--- src/rtl/mmio_taskfile_bridge.sv ---
module mmio_taskfile_bridge #(
  parameter int ADDR_W      = 32,
  parameter int WIN_BITS    = 12,
  parameter int STRIDE_BITS = 4,
  parameter int REG_W       = 4,
  parameter int TF_LAST     = 7,
  parameter int CTL_ALIAS_A = 8,
  parameter int CTL_ALIAS_B = 22,
  parameter int CTL_CODE    = 8
) (
  input  logic              clk,
  input  logic              rst_n,
  input  logic              host_valid,
  input  logic              host_write,
  input  logic [ADDR_W-1:0] host_addr,
  input  logic [1:0]        host_size,
  input  logic [31:0]       host_wdata,
  output logic [31:0]       host_rdata,
  output logic              host_rvalid,
  output logic              dev_rd,
  output logic              dev_wr,
  output logic [REG_W-1:0]  dev_reg,
  output logic [1:0]        dev_size,
  output logic [31:0]       dev_wdata,
  input  logic [31:0]       dev_rdata
);
  localparam int IDX_W = WIN_BITS - STRIDE_BITS;
  localparam logic [IDX_W-1:0] TF_LAST_I = IDX_W'(TF_LAST);
  localparam logic [IDX_W-1:0] ALIAS_A_I = IDX_W'(CTL_ALIAS_A);
  localparam logic [IDX_W-1:0] ALIAS_B_I = IDX_W'(CTL_ALIAS_B);
  localparam logic [REG_W-1:0] CTL_CODE_I = REG_W'(CTL_CODE);

  function automatic logic [15:0] swap16(input logic [15:0] v);
    return {v[7:0], v[15:8]};
  endfunction

  function automatic logic [31:0] swap32(input logic [31:0] v);
    return {v[7:0], v[15:8], v[23:16], v[31:24]};
  endfunction

  logic [IDX_W-1:0] idx;
  logic unused_addr_bits;
  assign idx = host_addr[WIN_BITS-1:STRIDE_BITS];
  assign unused_addr_bits = ^{host_addr[ADDR_W-1:WIN_BITS], host_addr[STRIDE_BITS-1:0]};

  logic is_tf, is_ctl, is_data, byte_hit, wide_hit, hit;
  assign is_tf    = (idx != '0) && (idx <= TF_LAST_I);
  assign is_ctl   = (idx == ALIAS_A_I) || (idx == ALIAS_B_I);
  assign is_data  = (idx == '0);
  assign byte_hit = (host_size == 2'd0) && (is_tf || is_ctl);
  assign wide_hit = ((host_size == 2'd1) || (host_size == 2'd2)) && is_data;
  assign hit      = byte_hit || wide_hit;

  logic [REG_W-1:0] reg_code;
  logic [31:0]      wdata_fmt;
  assign reg_code = is_ctl ? CTL_CODE_I : idx[REG_W-1:0];

  always_comb begin
    case (host_size)
      2'd0:    wdata_fmt = {24'h0, host_wdata[7:0]};
      2'd1:    wdata_fmt = {16'h0, swap16(host_wdata[15:0])};
      default: wdata_fmt = swap32(host_wdata);
    endcase
  end

  logic       rd_pend, miss_pend;
  logic [1:0] size_q;

  always_ff @(posedge clk) begin
    if (!rst_n) begin
      dev_rd    <= 1'b0;
      dev_wr    <= 1'b0;
      dev_reg   <= '0;
      dev_size  <= 2'd0;
      dev_wdata <= '0;
      rd_pend   <= 1'b0;
      miss_pend <= 1'b0;
      size_q    <= 2'd0;
    end else begin
      dev_rd  <= host_valid && !host_write && hit;
      dev_wr  <= host_valid &&  host_write && hit;
      rd_pend <= host_valid && !host_write;
      if (host_valid) begin
        dev_reg   <= reg_code;
        dev_size  <= host_size;
        dev_wdata <= wdata_fmt;
        miss_pend <= !hit;
        size_q    <= host_size;
      end
    end
  end

  logic [31:0] fill, rdata_fmt;
  always_comb begin
    case (size_q)
      2'd0:    fill = 32'h0000_00FF;
      2'd1:    fill = 32'h0000_FFFF;
      default: fill = 32'hFFFF_FFFF;
    endcase
    case (size_q)
      2'd0:    rdata_fmt = {24'h0, dev_rdata[7:0]};
      2'd1:    rdata_fmt = {16'h0, swap16(dev_rdata[15:0])};
      default: rdata_fmt = swap32(dev_rdata);
    endcase
  end

  always_ff @(posedge clk) begin
    if (!rst_n) begin
      host_rvalid <= 1'b0;
      host_rdata  <= '0;
    end else begin
      host_rvalid <= rd_pend;
      if (rd_pend) host_rdata <= miss_pend ? fill : rdata_fmt;
    end
  end

  AST_STROBE_EXCL: assert property (@(posedge clk) disable iff (!rst_n)
    !(dev_rd && dev_wr));
  AST_RVALID_AFTER_RD: assert property (@(posedge clk) disable iff (!rst_n)
    dev_rd |=> host_rvalid);
  AST_NO_RVALID_ON_WRITE: assert property (@(posedge clk) disable iff (!rst_n)
    dev_wr |=> !host_rvalid);
  AST_ALT_STATUS_SRC: assert property (@(posedge clk) disable iff (!rst_n)
    (dev_rd && dev_reg == CTL_CODE_I) |->
      ($past(idx) == ALIAS_A_I || $past(idx) == ALIAS_B_I));
  AST_DATA_IS_WIDE: assert property (@(posedge clk) disable iff (!rst_n)
    ((dev_rd || dev_wr) && dev_reg == '0) |-> (dev_size == 2'd1 || dev_size == 2'd2));
  AST_WORD_SWAP: assert property (@(posedge clk) disable iff (!rst_n)
    (dev_wr && dev_size == 2'd2) |->
      dev_wdata == {$past(host_wdata[7:0]), $past(host_wdata[15:8]),
                    $past(host_wdata[23:16]), $past(host_wdata[31:24])});
  AST_SIZE3_QUIET: assert property (@(posedge clk) disable iff (!rst_n)
    (host_valid && host_size == 2'd3) |=> !(dev_rd || dev_wr));
endmodule

--- config.mk ---
export PLATFORM = sky130hd
export DESIGN_NAME = mmio_taskfile_bridge
export DESIGN_NICKNAME = d
export VERILOG_FILES = /design/src/rtl/mmio_taskfile_bridge.sv
export SDC_FILE = /design/constraint.sdc
export NUM_CORES = 1
export LEC_CHECK = 0
export ABC_AREA = 1
export ABC_CLOCK_PERIOD_IN_PS = 1900
export BUFFER_PORTS_ARGS = -buffer_cell sky130_fd_sc_hd__buf_4
export CELL_PAD_IN_SITES_DETAIL_PLACEMENT = 1
export CELL_PAD_IN_SITES_GLOBAL_PLACEMENT = 2
export CORE_MARGIN = 2
export CORE_UTILIZATION = 25
export CTS_BUF_LIST = sky130_fd_sc_hd__clkbuf_4 sky130_fd_sc_hd__clkbuf_8 sky130_fd_sc_hd__clkbuf_16
export DETAILED_ROUTE_END_ITERATION = 8
export PLACE_DENSITY = 0.88
export SYNTH_ARGS = -nofsm -noshare
export SYNTH_HDL_FRONTEND = slang
export SYNTH_SLANG_ARGS = --single-unit
--- constraint.sdc ---
create_clock -name clk -period 1.9 [get_ports clk]
set_input_delay 0.19 -clock clk [delete_from_list [all_inputs] [get_ports clk]]
set_output_delay 0.19 -clock clk [all_outputs]
set_load 0.05 [all_outputs]
# Word-level counts from Yosys, hierarchy flattened

Index checks and enable logic that the tools add are counted.

Bits in registers: 75
Logic and storage cells: 37
Output and inout port bits: 73

Equal/unequal tests: 5
Reductions and logical operators: 17
Muxes and demuxes: 5
$lt $le $gt $ge: 1

Operator list:

| cell               | number |
|---|---|
| $pmux 32 s2        | 3 |
| $mux 32            | 1 |
| $eq 8x4->1 const B | 1 |
| $eq 8x5->1 const B | 1 |
| $le 8x3->1 const B | 1 |
| $logic_not 8->1    | 1 |
| $reduce_bool 8->1  | 1 |
| $logic_and 1x1->1  | 7 |
| $eq 2x1->1 const B | 2 |
| $logic_not 2->1    | 2 |
| $logic_or 1x1->1   | 4 |
| $mux 4             | 1 |
| $eq 2x2->1 const B | 1 |
| $logic_not 1->1    | 2 |

# Longest topological paths before layout

Gate-level depths: netlist (run 1).

Word-level depth: 6
Depth in mapped cells: 9
Mapped depth without buffers: 9

# Least setup slack after synthesis (run 1)

No wires, ideal clock.

Path type: flip-flop to flip-flop
Start: register size_q[1]
End: register host_rdata[16]
Arrival: 1.378 ns
Required time: 1.829 ns
Library setup time: 0.071 ns
Setup slack: 0.451 ns
Cell stages (with the launch flop): 7
Cells stage by stage: dfxtp_1 > buf_4 > nand2_1 > inv_1 > buf_2 > o21ai_0 > a21oi_1

Word-level cells in the longest chain between the ends: 3
Elaborated cells on any way between the ends: 5
Classes of those cells: 1 x eq/ne; 3 x mux; 1 x reduce/logical

Ends and longest elaborated chain:

| element                                              | line    | RTL |
|---|---|---|
| start, declared                                      | 67      | `logic [1:0] size_q;` |
| start signal, assigned                               | 88      | `size_q <= host_size;` |
| $eq 2x1->1 / $logic_not 2->1 (equally long branches) | 95, 100 |  |
| $pmux 32 s2 (on tied branches)                       | 100, 95 |  |
| $mux 32 *                                            | 113     | `if (rd_pend) host_rdata <= miss_pend ? fill : rdata_fmt;` |
| end signal, assigned                                 | 113     |  |
| end, declared                                        | 18      | `output logic [31:0] host_rdata,` |

Every way passes the cells marked *; elsewhere a longest branch is shown, timed or not.
A chain may end at the register's enable or synchronous reset.

# Worst setup path after layout (run 1)

Start: register size_q[1]
End: register host_rdata[23]

Same word-level chain as after synthesis.

==> out/results.ini, run 1 <==
[die]
die_w_um=117
num_io_pins=175
coreArea_um2=12600
die-area_um2=13800
core.rowCount=41
die_h_um=117
start_util=0.255

[placed_design]
port_buffers=150
dp_hpwl_um=9160
gp_congestion=0.876
placed_area_um2=4430

[drt]
routedWlPerCell_um=17.0
drtAntennaViolNets=0
dr.pass1.iters=4
via_per_inst=4.89
drt-total-wl_um=12400
drc=0
drtIter0Drc=176
num_vias=3578

[global_route]
grt_max_degree=62
grt_overflow_total=0
grtUsageTotal=0.183
antenna_found_initial=0
grt_pass1_vias=3895
grt_pass1_wl_um=20300

[logic_synthesis]
syn_area_um2=3210
syn-instance-count=417
syn_nets=521
ys_ff_latch=75
ys_seq_area_frac=0.468
avgSynthCellArea_um2=7.70
yosysWarnings=0
synth_cell_types=25

[layout]
n_antenna_cell=0
layout-drive-gt1-share=0.324
area_growth_pct=47.3
final_area_um2=4730
fin_nets=658

[cts]
cts_buffers=9
cts.sinks=75
cts_buffer_depth=2
cts_max_level=3
cts_setup_buffers=0
clk_pin_slew_ps=60
insertion_delay_ps=340
root_buffer=clkbuf_16
cts_tree=done
cts.hold.buffers_added=0
ctsResizeCount=0

[timing]
period_share=0.782
rsz0062_at_grt=false
drv_slew=0
worst_pin_slew_ps=1070
final-setup-viol-count=0
finalHoldViolations=0
relSlewSlack=0.283
max_freq_mhz=673
clock_skew_ps=5.17
finalSetupTns_ps=0
period_needed_ps=1490

[worst_setup_path]
reg2reg_slack_ps=410
critical_path.max_stage_delay_ps=400
path_max_fanout=18
worstPathArrival_ps=1740
crit_chain=buf_4 > nand2_1 > inv_1 > o21ai_0 > a21oi_1
critical_path_class=reg -> reg
rr_endpoint=host_rdata[23]$_SDFFE_PN0P_
cp_slowest_cell=dfxtp_1
reg2regPathDepth=5
worst_setup_path_end_kind=register
r2r-start=size_q[1]$_SDFFE_PN0P_
start_kind=register
cp_data_required_time_ps=2150

[hold_path]
min_from=host_write
hp-class=in -> reg
worstHoldPathCells=2
hold_path_end=rd_pend$_SDFF_PN0_

[power]
leakagePower_nw=2.14
max-vdd-ir-drop_mv=0.380
cellPowerDensity_nw_per_um2=898

[run_status]
status=finished, final reports clean

[flow_run]
max-cap-violations=0

cell usage after synthesis:
cell type	number	share of area
a21boi_0	1	0.0023
a21oi_1	55	0.086
a21oi_2	1	0.0027
a221oi_1	8	0.022
a22o_1	8	0.022
a31oi_1	7	0.014
buf_1	1	0.0012
buf_2	10	0.016
buf_4	3	0.0070
buf_6	5	0.018
clkbuf_1	12	0.014
dfxtp_1	75	0.47
ha_1	2	0.0078
inv_1	23	0.027
inv_2	3	0.0035
nand2_1	98	0.11
nand3_1	24	0.037
nand3_2	1	0.0031
nand4_1	10	0.019
nor2_1	10	0.012
nor2_2	2	0.0039
nor2_4	1	0.0035
o211ai_1	9	0.021
o21ai_0	46	0.072
or2_1	2	0.0039
power by group:
group | internal [mW] | total, mW | switching [mW]
sequential | 1.65 | 1.70 | 0.0536
clock | 1.06 | 1.72 | 0.664
combinational | 0.284 | 0.820 | 0.536
cells in the final DEF, fill, tap and decap left out, types with 7 or more instances in the layout:
| cell | instances |
|---|---|
| dfxtp_1 | 75 |
| inv_1 | 23 |
| nor2_1 | 10 |
| buf_4 | 157 |
| nand3_1 | 24 |
| o21ai_0 | 46 |
| o211ai_1 | 9 |
| a31oi_1 | 7 |
| nand2_1 | 98 |
| a221oi_1 | 8 |
| nand4_1 | 10 |
| a22o_1 | 8 |
| a21oi_1 | 55 |
| clkbuf_16 | 9 |
cells by family (layout without fill, tap and decap cells):
| kind of cell | Yosys count | after routing | synth area share |
|---|---|---|---|
| flip-flops | 75 | 75 | 0.468 |
| adder cells (fa/ha/maj) | 2 | 2 | 0.00780 |
| buffers and inverters | 57 | 199 | 0.0858 |
| AND/OR/NAND/NOR | 148 | 148 | 0.198 |
| AO/OA/AOI/OAI | 135 | 135 | 0.241 |
how the worst max path moves through the flow:
stage | from | end | slack, ps
after CTS | size_q[1]$_SDFFE_PN0P_ | host_rdata[23]$_SDFFE_PN0P_ | 400
final | size_q[1]$_SDFFE_PN0P_ | host_rdata[23]$_SDFFE_PN0P_ | 410
after global routing | size_q[1]$_SDFFE_PN0P_ | host_rdata[16]$_SDFFE_PN0P_ | 180
after floorplan | size_q[1]$_SDFFE_PN0P_ | host_rdata[16]$_SDFFE_PN0P_ | 450
after global placement | host_size[0] | dev_wdata[28]$_SDFFE_PN0P_ | 350
after detailed placement | host_size[0] | dev_wdata[24]$_SDFFE_PN0P_ | 310
stage by stage:
step | std cells | hold WS (ps) | worst slack (ps) | utilization | power (mW)
floorplan | 417 | 271 | 451 | - | 2.22
global placement | 715 | 376 | 350 | 0.352 | 2.54
detailed placement | 715 | 386 | 311 | 0.352 | 2.56
CTS | 731 | 23.0 | 398 | 0.376 | 4.29
global route | 731 | 20.2 | 177 | 0.376 | 4.42
finish | 731 | 33.2 | 414 | 0.376 | 4.24
worst max-delay path, delay by kind of cell, from the launching register on:
kind,cells,cell delay (ps)
AND/OR/NAND/NOR,1,90
AO/OA/AOI/OAI,2,360
buffers and inverters,2,550
flip-flops,1,400
per-layer routing:
layer	up-vias	share of wire	track usage
met1	1706	0.42	0.209
met2	146	0.47	0.308
li1	1706	-	-
met3	20	0.091	0.0696
met4	0	0.024	0.0738
met5	-	0	0
layout make-up:
cell class                 instances  area, um^2
tap                              172         215
fill                            1537        7840
multi-input combinational        285        1430
clock inverter                     1        5.00
sequential                        75        1500
clock buffer                      15         295
inverter                          26        97.6
timing repair buffer             157        1180
Power figures use the tool's default switching activity.
==> run 2: changes to the inputs <==
--- a/config.mk
+++ b/config.mk
@@ -6,15 +6,15 @@
 export NUM_CORES = 1
 export LEC_CHECK = 0
 export ABC_AREA = 1
-export ABC_CLOCK_PERIOD_IN_PS = 1900
+export ABC_CLOCK_PERIOD_IN_PS = 1400
 export BUFFER_PORTS_ARGS = -buffer_cell sky130_fd_sc_hd__buf_4
 export CELL_PAD_IN_SITES_DETAIL_PLACEMENT = 1
 export CELL_PAD_IN_SITES_GLOBAL_PLACEMENT = 2
 export CORE_MARGIN = 2
-export CORE_UTILIZATION = 25
+export CORE_UTILIZATION = 23
 export CTS_BUF_LIST = sky130_fd_sc_hd__clkbuf_4 sky130_fd_sc_hd__clkbuf_8 sky130_fd_sc_hd__clkbuf_16
 export DETAILED_ROUTE_END_ITERATION = 8
-export PLACE_DENSITY = 0.88
+export PLACE_DENSITY = 0.82
 export SYNTH_ARGS = -nofsm -noshare
 export SYNTH_HDL_FRONTEND = slang
 export SYNTH_SLANG_ARGS = --single-unit
==> constraint.sdc (replaced) <==
create_clock -name clk -period 1.4 [get_ports clk]
set_input_delay 0.14 -clock clk [delete_from_list [all_inputs] [get_ports clk]]
set_output_delay 0.14 -clock clk [all_outputs]
set_load 0.05 [all_outputs]
==> out/results.ini, run 2 (synthesized netlist as in run 1, its figures left out) <==
[power]
power_frac_seq=0.381  ; -0.020
max-vdd-ir-drop_mv=0.562  ; +48%
cellPowerDensity_nw_per_um2=1230  ; +37%
p_sw_mw=1.76  ; +41%
leakagePower_nw=2.23  ; +4.2%
intPower_mw=4.27  ; +43%
power.share.combinational=0.194  ; about the same
switching_share=0.292  ; -0.00335
pwr-share-clk=0.425  ; +0.020

[timing]
period_needed_ps=1280
clock_skew_ps=4.44  ; -0.728 ps
relSlewSlack=0.718  ; +0.434
final-setup-viol-count=0  ; unchanged
worst_pin_slew_ps=424  ; -650 ps
rsz0062_at_grt=false
max_freq_mhz=780
finalSetupTns_ps=0  ; unchanged
finalHoldViolations=0  ; unchanged
period_share=0.916
drv_slew=0  ; unchanged

[drt]
drt-total-wl_um=12400  ; +0.11%
routedWlPerCell_um=16.5  ; -2.9%
dr.pass1.iters=4  ; unchanged
drc=0  ; unchanged
via_per_inst=4.79  ; -2.2%
num_vias=3610  ; +0.89%
drtAntennaViolNets=0  ; unchanged
drtIter0Drc=232  ; +32%

[global_route]
grt_pass1_vias=3759  ; -3.5%
antenna_found_initial=0  ; unchanged
grt_max_degree=45  ; -27%
grt_overflow_total=0  ; unchanged
grtUsageTotal=0.168  ; -0.0149
grt_pass1_wl_um=19400  ; -4.4%

[worst_setup_path]
reg2regPathDepth=6  ; +1
critical_path_class=reg -> out
cp_data_required_time_ps=1260  ; -890 ps
worst_setup_path_end_kind=output port
worstPathArrival_ps=1140  ; -600 ps
start_kind=register
path_max_fanout=17  ; -1

[placed_design]
dp_hpwl_um=9400  ; +2.5%
gp_congestion=0.854  ; -2.5%
dp_cells=737  ; +3.1%
port_buffers=150  ; unchanged

[cts]
clk_pin_slew_ps=60  ; about the same
cts_tree=done
cts.sinks=75  ; unchanged
cts_max_level=3  ; unchanged
root_buffer=clkbuf_16
cts_buffers=9  ; unchanged
insertion_delay_ps=340  ; about the same
cts_buffer_depth=2  ; unchanged

[layout]
fin_nets=673  ; +2.3%
final_common_cell=buf_4
multi_input_area_um2=1440  ; +0.35%
stdcell_count=754  ; +3.1%
layout-drive-gt1-share=0.341  ; +0.0177
layout_common_cells=buf_4, nand2_1, dfxtp_1, a21oi_1, o21ai_0
post-route-util=0.357  ; -0.0186
regArea_um2=1500  ; about the same
n_antenna_cell=0  ; unchanged
nFillCells=1691  ; +10%
area_growth_pct=53.4

[die]
die-area_um2=14900  ; +8.4%
start_util=0.233  ; -0.0223
die_w_um=122  ; +4.1%
coreArea_um2=13800  ; +9.6%
num_io_pins=175  ; unchanged
core.rowCount=43  ; +4.9%
die_h_um=122  ; +4.1%

[hold_path]
hp-class=in -> reg
worstHoldPathCells=3  ; +1

[flow_run]
max-cap-violations=0  ; unchanged

[run_status]
status=finished, final reports clean

==> run 2: area by class of cell <==
class / count / share of cell area
Clock buffer: 10 / 0.0486
Clock inverter: 6 / 0.0180
Inverter: 26 / 0.0198
Multi-Input combinational cell: 285 / 0.292
Sequential cell: 75 / 0.305
Tap cell: 180 / 0.0458
Timing Repair Buffer: 172 / 0.270
==> run 2: timing repair <==
item	CTS	global route
hold endpoints to repair	1	0
resized for setup	0	1
hold buffers	1	0
setup buffers	0	0
endpoints found under the setup margin	0	8
==> run 2: worst paths after layout <==
path,start,end,slack [ps]
setup / recovery,size_q[1]$_SDFFE_PN0P_,dev_size[1],120
hold / removal,host_wdata[22],dev_wdata[14]$_SDFFE_PN0P_,50
setup reg to reg,size_q[0]$_SDFFE_PN0P_,host_rdata[12]$_SDFFE_PN0P_,150
hold reg to reg,dev_wdata[30]$_SDFFE_PN0P_,dev_wdata[30]$_SDFFE_PN0P_,470
==> run 2: per-stage QoR <==
step	hold slack (ps)	cell area (um^2)	worst slack [ps]	total power [mW]
6_report	52.4	4920	118	6.04
5_1_grt	56.8	4920	23.4	6.30
4_1_cts	43.7	4920	4.96	6.11
3_5_place_dp	350	4580	21.0	3.52
3_3_place_gp	341	4580	90.9	3.50
2_1_floorplan	221	3210	7.06	3.01
==> run 2: per-layer routing <==
metal	share of wire	vias to the layer above	global-route usage	wire (um)
li1	-	1734	-	-
met1	0.41	1716	0.199	5150
met2	0.46	142	0.279	5770
met3	0.10	18	0.0557	1240
met4	0.021	0	0.0726	265
met5	0	-	0	0
==> run 2: power by group through the flow <==
stage,combinational [mW],sequential (mW),clock [mW]
final,1.17,2.30,2.57
after global routing,1.26,2.31,2.73
after CTS,1.18,2.30,2.62
after detailed placement,1.18,2.35,0
after global placement,1.16,2.34,0
after floorplan,0.336,2.67,0
==> run 2: worst max-delay path, stage by stage (launching register included) <==
cell	delay [ps]
dfxtp_2	340
buf_4	220
buf_4	230
